===== config.mk =====
export PLATFORM = sky130hd
export DESIGN_NAME = sleep_wake_ctrl
export DESIGN_NICKNAME = d
export VERILOG_FILES = /design/src/rtl/swc_pkg.sv /design/src/rtl/swc_event_counter.sv /design/src/rtl/swc_sleep_gate.sv /design/src/rtl/sleep_wake_ctrl.sv
export SDC_FILE = /design/constraint.sdc
export NUM_CORES = 1
export LEC_CHECK = 0
export BUFFER_PORTS_ARGS = -buffer_cell sky130_fd_sc_hd__buf_2
export CAP_MARGIN = 20
export CORE_MARGIN = 2
export CORE_UTILIZATION = 40
export DETAILED_ROUTE_END_ITERATION = 10
export PLACE_DENSITY = 0.63
export SLEW_MARGIN = 20
export SYNTH_ARGS = -nofsm -noshare
export SYNTH_HDL_FRONTEND = slang
export SYNTH_SLANG_ARGS = --single-unit

===== constraint.sdc =====
create_clock -name clk -period 2.8 [get_ports clk]
set_input_delay 0.56 -clock clk [delete_from_list [all_inputs] [get_ports clk]]
set_output_delay 0.56 -clock clk [all_outputs]
set_load 0.1 [all_outputs]

===== src/rtl/swc_pkg.sv =====
package swc_pkg;
  typedef enum logic [1:0] {
    SWC_AWAKE  = 2'd0,
    SWC_GRACE  = 2'd1,
    SWC_ASLEEP = 2'd2,
    SWC_SETTLE = 2'd3
  } swc_state_e;
endpackage


===== src/rtl/swc_event_counter.sv =====
module swc_event_counter #(
  parameter int unsigned LIMIT = 15
) (
  input  logic clk,
  input  logic rst_n,
  input  logic clr,
  input  logic inc,
  output logic done
);
  localparam int unsigned W = (LIMIT < 2) ? 1 : $clog2(LIMIT + 1);
  localparam logic [W-1:0] LAST = W'(LIMIT - 1);

  logic [W-1:0] cnt_q;

  assign done = inc && (cnt_q == LAST);

  always_ff @(posedge clk) begin
    if (!rst_n)      cnt_q <= '0;
    else if (clr)    cnt_q <= '0;
    else if (inc)    cnt_q <= done ? '0 : cnt_q + 1'b1;
  end

  AST_CNT_BOUND: assert property (@(posedge clk) disable iff (!rst_n)
    cnt_q <= LAST);
endmodule


===== src/rtl/swc_sleep_gate.sv =====
module swc_sleep_gate (
  input  logic personality,
  input  logic cmd_sleep,
  input  logic mode_sleep,
  input  logic bus_active,
  input  logic irq_pending,
  input  logic ext_wake,
  input  logic hold_off,
  output logic sleep_req,
  output logic entry_ok,
  output logic wake_evt
);
  // personality picks which register bit carries the request
  assign sleep_req = personality ? mode_sleep : cmd_sleep;
  // entry needs a quiet bus, no waiting interrupt, no wake pin
  assign entry_ok  = sleep_req && !bus_active && !irq_pending && !ext_wake && !hold_off;
  // any single wake source suffices
  assign wake_evt  = bus_active || !sleep_req || ext_wake;
endmodule


===== src/rtl/sleep_wake_ctrl.sv =====
module sleep_wake_ctrl #(
  parameter int unsigned GRACE_BITS     = 15,
  parameter int unsigned OSC_SETTLE_CYC = 64
) (
  input  logic clk,
  input  logic rst_n,
  input  logic personality,
  input  logic cmd_sleep,
  input  logic mode_sleep,
  input  logic bus_active,
  input  logic irq_pending,
  input  logic bit_tick,
  input  logic ext_wake,
  output logic osc_en,
  output logic clk_out_en,
  output logic sleep_flag,
  output logic wake_irq
);
  import swc_pkg::*;

  swc_state_e state_q, state_d;
  logic hold_off_q, hold_set;
  logic irq_set;
  logic sleep_req, entry_ok, wake_evt;
  logic grace_done, settle_done;

  swc_sleep_gate gate_i (
    .personality (personality),
    .cmd_sleep   (cmd_sleep),
    .mode_sleep  (mode_sleep),
    .bus_active  (bus_active),
    .irq_pending (irq_pending),
    .ext_wake    (ext_wake),
    .hold_off    (hold_off_q),
    .sleep_req   (sleep_req),
    .entry_ok    (entry_ok),
    .wake_evt    (wake_evt)
  );

  // bit times spent in the grace window; cleared outside it
  swc_event_counter #(.LIMIT(GRACE_BITS)) grace_cnt_i (
    .clk   (clk),
    .rst_n (rst_n),
    .clr   (state_q != SWC_GRACE),
    .inc   (bit_tick && (state_q == SWC_GRACE) && !wake_evt),
    .done  (grace_done)
  );

  // input clock cycles of oscillator settling
  swc_event_counter #(.LIMIT(OSC_SETTLE_CYC)) settle_cnt_i (
    .clk   (clk),
    .rst_n (rst_n),
    .clr   (state_q != SWC_SETTLE),
    .inc   (state_q == SWC_SETTLE),
    .done  (settle_done)
  );

  always_comb begin
    state_d  = state_q;
    irq_set  = 1'b0;
    hold_set = 1'b0;
    unique case (state_q)
      SWC_AWAKE: begin
        if (entry_ok) state_d = SWC_GRACE;
      end
      SWC_GRACE: begin
        if (wake_evt) begin
          state_d  = SWC_AWAKE;
          irq_set  = 1'b1;
          hold_set = 1'b1;
        end else if (grace_done) begin
          state_d = SWC_ASLEEP;
        end
      end
      SWC_ASLEEP: begin
        if (wake_evt) begin
          state_d  = SWC_SETTLE;
          irq_set  = 1'b1;
          hold_set = 1'b1;
        end
      end
      SWC_SETTLE: begin
        if (settle_done) state_d = SWC_AWAKE;
      end
      default: state_d = SWC_AWAKE;
    endcase
  end

  always_ff @(posedge clk) begin
    if (!rst_n) begin
      state_q    <= SWC_AWAKE;
      wake_irq   <= 1'b0;
      hold_off_q <= 1'b0;
    end else begin
      state_q  <= state_d;
      wake_irq <= irq_set;
      if (hold_set)        hold_off_q <= 1'b1;
      else if (!sleep_req) hold_off_q <= 1'b0;
    end
  end

  assign osc_en     = (state_q != SWC_ASLEEP);
  assign clk_out_en = (state_q == SWC_AWAKE) || (state_q == SWC_GRACE);
  assign sleep_flag = (state_q == SWC_GRACE) || (state_q == SWC_ASLEEP);

  AST_ENTRY_IDLE: assert property (@(posedge clk) disable iff (!rst_n)
    $rose(sleep_flag) |-> $past(!bus_active && !irq_pending && !ext_wake));
  AST_NO_REENTRY: assert property (@(posedge clk) disable iff (!rst_n)
    $rose(sleep_flag) |-> $past(!hold_off_q));
  AST_OSC_DROP_ON_TICK: assert property (@(posedge clk) disable iff (!rst_n)
    $fell(osc_en) |-> $past(bit_tick));
  AST_CLKOUT_NEEDS_OSC: assert property (@(posedge clk) disable iff (!rst_n)
    clk_out_en |-> osc_en);
  AST_OSC_RISE_QUIET_CLK: assert property (@(posedge clk) disable iff (!rst_n)
    $rose(osc_en) |-> (!clk_out_en && wake_irq));
  AST_IRQ_SINGLE: assert property (@(posedge clk) disable iff (!rst_n)
    wake_irq |=> !wake_irq);
  AST_IRQ_AWAKE: assert property (@(posedge clk) disable iff (!rst_n)
    wake_irq |-> !sleep_flag);
endmodule


==> results by group, run 1 <==
Die
  • Rows: 15
  • Chip Width: roughly 47 µm
  • Die footprint: approximately 0.0022 mm²
  • I/O pin count: 13
  • Area of the core: ~0.0017 mm²
  • Die Y: 47.25 µm
  • Initial Util: 0.4287

Placed design
  • DP Wirelength: 1021 µm
  • Placer's final routability congestion estimate: ~0.77
  • Dpl cell area: 824.5 µm²
  • Port Buffers: 12

Worst setup path
  • Startpoint Class: flip-flop
  • R2r endpoint: state_q[0]$_SDFFE_PN0P_
  • Worst path bufs/invs: 2
  • Reg-to-reg slack, setup: 1.27 ns
  • CP peak stage delay: slightly below 0.4 ns
  • Worst r2r src: settle_cnt_i.cnt_q[0]$_SDFFE_PP0N_
  • Data arrival, critical path: roughly 1.6 ns
  • CP endpoint kind: primary output
  • Crit path max-delay cell type: dfxtp_1
  • Crit path max fanout: 5
  • Family with the most delay on the worst path: flip-flops
  • Critical path type: reg2out
  • Cells on worst reg2reg path: 5
  • Cells along the critical path: inv_1 -> ha_1 -> or2_2 -> buf_2
  • Worst Path Required: ~2.2 ns

STA
  • RSZ-0062 raised after global routing: false
  • Slew Limit Fails: 0
  • Final setup vio count: 0
  • Fin crit period: 2.138 ns
  • F_max: between 0.4 and 0.5 GHz
  • Fin crit share: 0.7637
  • Max-Slew Margin vs Limit: 0.6773
  • Worst Tran Pin Value: ~0.49 ns
  • Final hold vios: 0
  • Setup Skew: between 0.003 and 0.004 ns
  • Final setup TNS: 0 ns

Synthesis
  • Post-Synth XOR/XNOR Area: 0.08194
  • Largest family of logic cells by synthesized area: simple AND/OR/NAND/NOR gates
  • Synthesized area per cell: 9.471 µm²
  • Post-synthesis cell count: 79
  • Count of cell types in the netlist: 25
  • Compound-Gate Fraction of Synth Area: 0.1020
  • Mapped Nets: 95
  • Mux contribution to synthesized area: 0.02007
  • Sequential area share after synthesis: 0.4013
  • Yosys warns: 0
  • Adder-Cell Fraction of Synth Area: 0.1171
  • Mapped cell area: about 750 µm²
  • Simple-gate area share of the yosys netlist: 0.2274
  • FF+latch count, synth: 15

Layout
  • Commonest non-fill, non-tap cell in the layout: dfxtp_1
  • Area Overhead vs Synth: 13.71%
  • Post-route cell area: 850.8 µm²
  • Filler Cell Count: 170
  • Most used cells in the layout excluding fill and tap cells: dfxtp_1 (15), buf_2 (12), nor2_1 (11)
  • Final net count: 110
  • Antenna fix cells: 0
  • Layout cells sized above 1: 0.2258

Global route
  • First-pass GRT wire length: 2249 µm
  • Largest net degree at the start of global routing: 10
  • GRT Overall Usage: 0.1412
  • Initial antenna violation count: 0
  • Vias in the first global route: 550
  • Grt total ovfl: 0

Clock network
  • H-tree lvl count: 1
  • Clk pin slew, worst setup/hold paths: around 0.090 ns
  • Root Buffer: clkbuf_4
  • CTS Buf Count: 3
  • Clk_lat worst skew: between 0.2 and 0.3 ns
  • TritonCTS clock tree: built
  • Clock Path Buffers: 2
  • Resize count post-CTS: 0
  • Post-CTS Hold Fix Bufs: 0
  • Post-CTS Setup Inserts: 0
  • Total clock sinks: 15

Power
  • PD cells: 523.6 mW/mm²
  • Clock Power Share: 0.273
  • Switch Pwr: between 0.1 and 0.15 mW
  • Combinational power share: 0.228
  • P_int: approximately 0.30 mW
  • Sw Ratio: 0.3269
  • Leak: approximately 0.36 nW
  • Part of the power in registers: 0.498
  • Peak VDD IR: 0.2638 mV

Detailed routing
  • Wirelength per Cell: around 12 µm
  • Post-Route WL: ~1400 µm
  • Via Count: approximately 600
  • Post-DR vias/cell: just under 5
  • Pre-antenna DRT Iters: 4
  • DRC: 0
  • Starting DRT DRC Count: 23
  • Post-DRT Antenna Nets: 0

Run
  • MaxCap Viol Count: 0

Hold path
  • Min-Delay Path Depth: 1
  • Hold worst-path end: settle_cnt_i.cnt_q[0]$_SDFFE_PP0N_
  • Worst min path class: reg2reg
  • Hold Startpoint: settle_cnt_i.cnt_q[0]$_SDFFE_PP0N_

Status
  • Run status: finished clean
worst reg2reg max path: cells and delay by family (launching register included):
kind | cells | cell delay, ns
AOI/OAI and AO/OA | 2 | 0.51
DFF | 1 | 0.36
and+or+nand+nor | 2 | 0.32
adders and majority gates | 1 | 0.23
metal layers:
metal / wire length (µm) / part of all wire / track usage / up-vias
li1: - / - / - / 308
met2: 634 / 0.46 / 0.2108 / 12
met4: 11 / 0.0080 / 0.04444 / 0
met1: 670 / 0.49 / 0.1991 / 263
met5: 0 / 0 / 0 / -
met3: 58 / 0.042 / 0.03462 / 2
synthesized netlist by cell type:
cell       n  share of area
dfxtp_1   15           0.40
nor2_1    11          0.055
ha_1       7           0.12
inv_1      6          0.030
nand4_1    6          0.050
xor2_1     5          0.059
nand2_1    4          0.020
and3_1     3          0.025
o211ai_1   3          0.030
a31o_2     2          0.023
nand3_1    2          0.013
xnor2_1    2          0.023
a211oi_1   1          0.010
a31oi_1    1         0.0084
and4_1     1          0.012
buf_6      1          0.015
clkbuf_1   1         0.0050
mux2_4     1          0.020
nand4_2    1          0.017
nand4b_1   1          0.012
nor2_4     1          0.015
o21ai_0    1         0.0067
o311a_1    1          0.013
o31ai_1    1          0.010
or2_2      1         0.0084
power groups by stage:
stage	combinational, mW	clock (mW)	sequential [mW]
floorplan	0.0736	0	0.236
global placement	0.0995	0	0.227
detailed placement	0.101	0	0.227
CTS	0.101	0.127	0.222
global route	0.109	0.134	0.223
finish	0.102	0.122	0.222
state kept, by name (all words and copies together) (netlist names), named ones only:
| signal | cells |
|---|---|
| settle_cnt_i.cnt_q | 7 |
| grace_cnt_i.cnt_q | 4 |
| hold_off_q | 1 |
| state_q | 1 |
| wake_irq | 1 |
worst max path at each step:
| stage | cells past startpoint | endpoint | slack, ns |
|---|---|---|---|
| after global placement | 4 | clk_out_en | 1.01 |
| after floorplan | 2 | sleep_flag | 0.96 |
| after CTS | 4 | clk_out_en | 0.66 |
| final | 4 | clk_out_en | 0.66 |
| after detailed placement | 4 | clk_out_en | 0.97 |
| after global routing | 4 | clk_out_en | 0.58 |
cells by family after synthesis:
| kind of cell | count (synthesis) |
|---|---|
| compound gates | 10 |
| fa+ha+maj | 7 |
| mux | 1 |
| xor+xnor | 7 |
| flops | 15 |
| buf+inv | 8 |
| simple gates | 31 |
cell type report:
class | count | area [µm²] | area share
sequential | 15 | 300.3 | 0.3529
inverter | 6 | 22.52 | 0.02647
tap | 25 | 31.28 | 0.03676
timing repair buffer | 12 | 60.06 | 0.07059
multi-input combinational | 56 | 410.4 | 0.4824
clock buffer | 4 | 26.28 | 0.03088
metrics by stage:
stage	std cells	setup WS [ns]	hold WS [ns]	power, mW	util
after floorplan	79	0.9647	0.4180	0.3091	-
final	118	0.6618	0.4588	0.4455	0.4875
after global routing	118	0.5790	0.4778	0.4663	0.4875
after detailed placement	114	0.9740	0.4493	0.3275	0.4724
after global placement	114	1.011	0.4313	0.3261	0.4724
after CTS	118	0.6576	0.4624	0.4500	0.4875
No activity file was read; power rests on OpenSTA's default activity.
==> run 2, diff against run 1 <==
--- a/config.mk
+++ b/config.mk
@@ -10,7 +10,7 @@
 export CORE_MARGIN = 2
 export CORE_UTILIZATION = 40
 export DETAILED_ROUTE_END_ITERATION = 10
-export PLACE_DENSITY = 0.63
+export PLACE_DENSITY = 0.66
 export SLEW_MARGIN = 20
 export SYNTH_ARGS = -nofsm -noshare
 export SYNTH_HDL_FRONTEND = slang
==> constraint.sdc (replaced) <==
create_clock -name clk -period 1.8 [get_ports clk]
set_input_delay 0.36 -clock clk [delete_from_list [all_inputs] [get_ports clk]]
set_output_delay 0.36 -clock clk [all_outputs]
set_load 0.1 [all_outputs]
==> results by group, run 2 (same netlist as run 1, synthesis figures left out) <==
Status
  • Run status: finished clean (unchanged)

STA
  • Fin crit period: 1.735 ns
  • Fin crit share: 0.9640
  • Worst Tran Pin Value: 0.4841 ns (was 0.4874 ns)
  • Final hold vios: 0 (unchanged)
  • Slew Limit Fails: 0 (unchanged)
  • Final setup vio count: 0 (unchanged)
  • F_max: approximately 0.58 GHz
  • Max-Slew Margin vs Limit: 0.6795 (was 0.6773)
  • Setup Skew: 0.002050 ns (was 0.003646 ns)
  • RSZ-0062 raised after global routing: false (unchanged)
  • Final setup TNS: 0 ns (unchanged)

Power
  • PD cells: 788.2 mW/mm² (was 523.6 mW/mm²)
  • Leak: 0.3822 nW (was 0.3586 nW)
  • Peak VDD IR: 0.4270 mV (was 0.2638 mV)

Layout
  • Final net count: 111 (was 110)
  • Non-filler cells, final: 119 (was 118)
  • Biggest regs: settle_cnt_i.cnt_q (7), grace_cnt_i.cnt_q (4) (unchanged)
  • Commonest non-fill, non-tap cell in the layout: dfxtp_1 (unchanged)
  • Reg with most FFs: settle_cnt_i.cnt_q (unchanged)
  • Filler Cell Count: 172 (was 170)
  • Antenna fix cells: 0 (unchanged)
  • Area of the multi-input gates: 415.4 µm² (was 410.4 µm²)
  • Area Overhead vs Synth: 21.74% (was 13.71%)
  • Number of flip-flops under the largest register name: 7 (unchanged)
  • Layout cells sized above 1: 0.2872 (was 0.2258)
  • Most used cells in the layout excluding fill and tap cells: dfxtp_1 (13), nor2_1 (11), buf_2 (9) (was dfxtp_1 (15), buf_2 (12), nor2_1 (11))
  • Register area: 302.8 µm² (was 300.3 µm²)

Detailed routing
  • Pre-antenna DRT Iters: 3 (was 4)
  • DRC: 0 (unchanged)
  • Post-Route WL: 1287 µm (was 1376 µm)
  • Starting DRT DRC Count: 6 (was 23)
  • Post-DRT Antenna Nets: 0 (unchanged)
  • Via Count: 589 (was 585)
  • Post-DR vias/cell: 4.950 (was 4.958)
  • Wirelength per Cell: 10.82 µm (was 11.66 µm)

Clock network
  • Clk_lat worst skew: 0.27 ns (about the same)
  • Total clock sinks: 15 (unchanged)
  • CTS Buf Count: 3 (unchanged)
  • TritonCTS clock tree: built (unchanged)
  • Root Buffer: clkbuf_4 (unchanged)
  • Clk pin slew, worst setup/hold paths: 0.08 ns (was 0.09 ns)
  • H-tree lvl count: 1 (unchanged)
  • Clock Path Buffers: 2 (unchanged)
  • Post-CTS Hold Fix Bufs: 0 (unchanged)

Hold path
  • Worst min path class: in2reg (was reg2reg)
  • Min-Delay Path Depth: 2 (was 1)
  • Hold worst-path end: state_q[0]$_SDFFE_PN0P_ (was settle_cnt_i.cnt_q[0]$_SDFFE_PP0N_)
  • Hold Startpoint: rst_n (was settle_cnt_i.cnt_q[0]$_SDFFE_PP0N_)

Worst setup path
  • R2r endpoint: state_q[0]$_SDFFE_PN0P_ (unchanged)
  • CP endpoint kind: primary output (unchanged)
  • Crit path max fanout: 5 (unchanged)
  • CP peak stage delay: 0.36 ns (was 0.39 ns)
  • Cells along the critical path: inv_2 -> ha_2 -> or2_2 -> buf_12 (was inv_1 -> ha_1 -> or2_2 -> buf_2)
  • Critical path type: reg2out (unchanged)
  • Family with the most delay on the worst path: flip-flops (unchanged)
  • Cells on worst reg2reg path: 5 (unchanged)
  • Crit path max-delay cell type: dfxtp_2 (was dfxtp_1)
  • Worst path bufs/invs: 2 (unchanged)
  • Reg-to-reg slack, setup: 0.17 ns (was 1.27 ns)
  • Worst Path Required: 1.44 ns (was 2.24 ns)
  • Data arrival, critical path: 1.38 ns (was 1.58 ns)
  • Worst r2r src: settle_cnt_i.cnt_q[0]$_SDFFE_PP0N_ (unchanged)
  • Startpoint Class: flip-flop (unchanged)

Placed design
  • Placer's final routability congestion estimate: 0.7121 (was 0.7707)
  • Port Buffers: 12 (unchanged)
  • DP Wirelength: 1005 µm (was 1021 µm)
  • Placed insts: 114 (unchanged)

Global route
  • Vias in the first global route: 486 (was 550)
  • Largest net degree at the start of global routing: 10 (unchanged)
  • Initial antenna violation count: 0 (unchanged)
  • GRT Overall Usage: 0.1255 (was 0.1412)
  • First-pass GRT wire length: 1980 µm (was 2249 µm)
  • Grt total ovfl: 0 (unchanged)

Die
  • Initial Util: 0.4287 (unchanged)
  • I/O pin count: 13 (unchanged)
  • Rows: 15 (unchanged)
  • Die Y: 47.25 µm (unchanged)
  • Die footprint: 0.002233 mm² (unchanged)
  • Area of the core: 0.001745 mm² (unchanged)
  • Chip Width: 47.25 µm (unchanged)

Run
  • MaxCap Viol Count: 0 (unchanged)
==> run 2: changes by cell type in the layout (fill, tap and decap cells not counted), moves of 2 or more <==
cell and change:
buf_2 -3, dfxtp_2 +2, buf_12 +3, ha_1 -2, dfxtp_1 -2, ha_2 +2
==> run 2: repair_timing <==
action / in CTS / in global routing
resized for setup: 5 / 4
buffers inserted: 0 / 1
setup endpoints to repair: 1 / 1
==> run 2: final cells by class <==
cell class | count | area share
Clock buffer | 4 | 0.02885
Inverter | 6 | 0.02473
Multi-Input combinational cell | 56 | 0.4560
Sequential cell | 15 | 0.3324
Tap cell | 25 | 0.03434
Timing Repair Buffer | 13 | 0.1236
==> run 2: stage by stage <==
| step | total power [mW] | hold WS, ns | setup slack (ns) | utilization | cell area, µm² |
|---|---|---|---|---|---|
| after floorplan | 0.4809 | 0.4180 | 0.08921 | - | 748.2 |
| after global routing | 0.7498 | 0.3975 | 0.009369 | 0.5219 | 910.9 |
| after detailed placement | 0.5215 | 0.4411 | 0.1898 | 0.4896 | 854.6 |
| final | 0.7180 | 0.4007 | 0.06488 | 0.5219 | 910.9 |
| after CTS | 0.7155 | 0.3940 | 0.004714 | 0.5118 | 893.4 |
| after global placement | 0.5211 | 0.4347 | 0.1829 | 0.4896 | 854.6 |
==> run 2: per-layer routing <==
layer  share of wire  global-route usage
met1            0.50              0.1663
met2            0.46              0.1919
met3           0.026             0.03462
met4          0.0078             0.05000
met5               0                   0
==> run 2: worst max-delay path by stage <==
| stage | from | endpoint | depth (start not counted) |
|---|---|---|---|
| after floorplan | state_q[0]$_SDFFE_PN0P_ | hold_off_q$_SDFFE_PN0P_ | 4 |
| after global placement | settle_cnt_i.cnt_q[0]$_SDFFE_PP0N_ | state_q[0]$_SDFFE_PN0P_ | 5 |
| after detailed placement | settle_cnt_i.cnt_q[0]$_SDFFE_PP0N_ | state_q[0]$_SDFFE_PN0P_ | 5 |
| after CTS | state_q[0]$_SDFFE_PN0P_ | clk_out_en | 4 |
| after global routing | settle_cnt_i.cnt_q[0]$_SDFFE_PP0N_ | state_q[0]$_SDFFE_PN0P_ | 5 |
| final | state_q[0]$_SDFFE_PN0P_ | clk_out_en | 4 |
==> run 2: worst register-to-register path, delay by kind of cell (launching register included) <==
kind	cells	cell delay, ns
fa+ha+maj	1	0.25
compound gates	2	0.56
flops	1	0.37
simple gates	2	0.34
==> run 2: power by group <==
group          switching, mW  total [mW]  internal, mW
clock                 0.0995       0.185        0.0857
combinational          0.119       0.186        0.0672
sequential           0.00580       0.347         0.341
total                  0.224       0.718         0.494
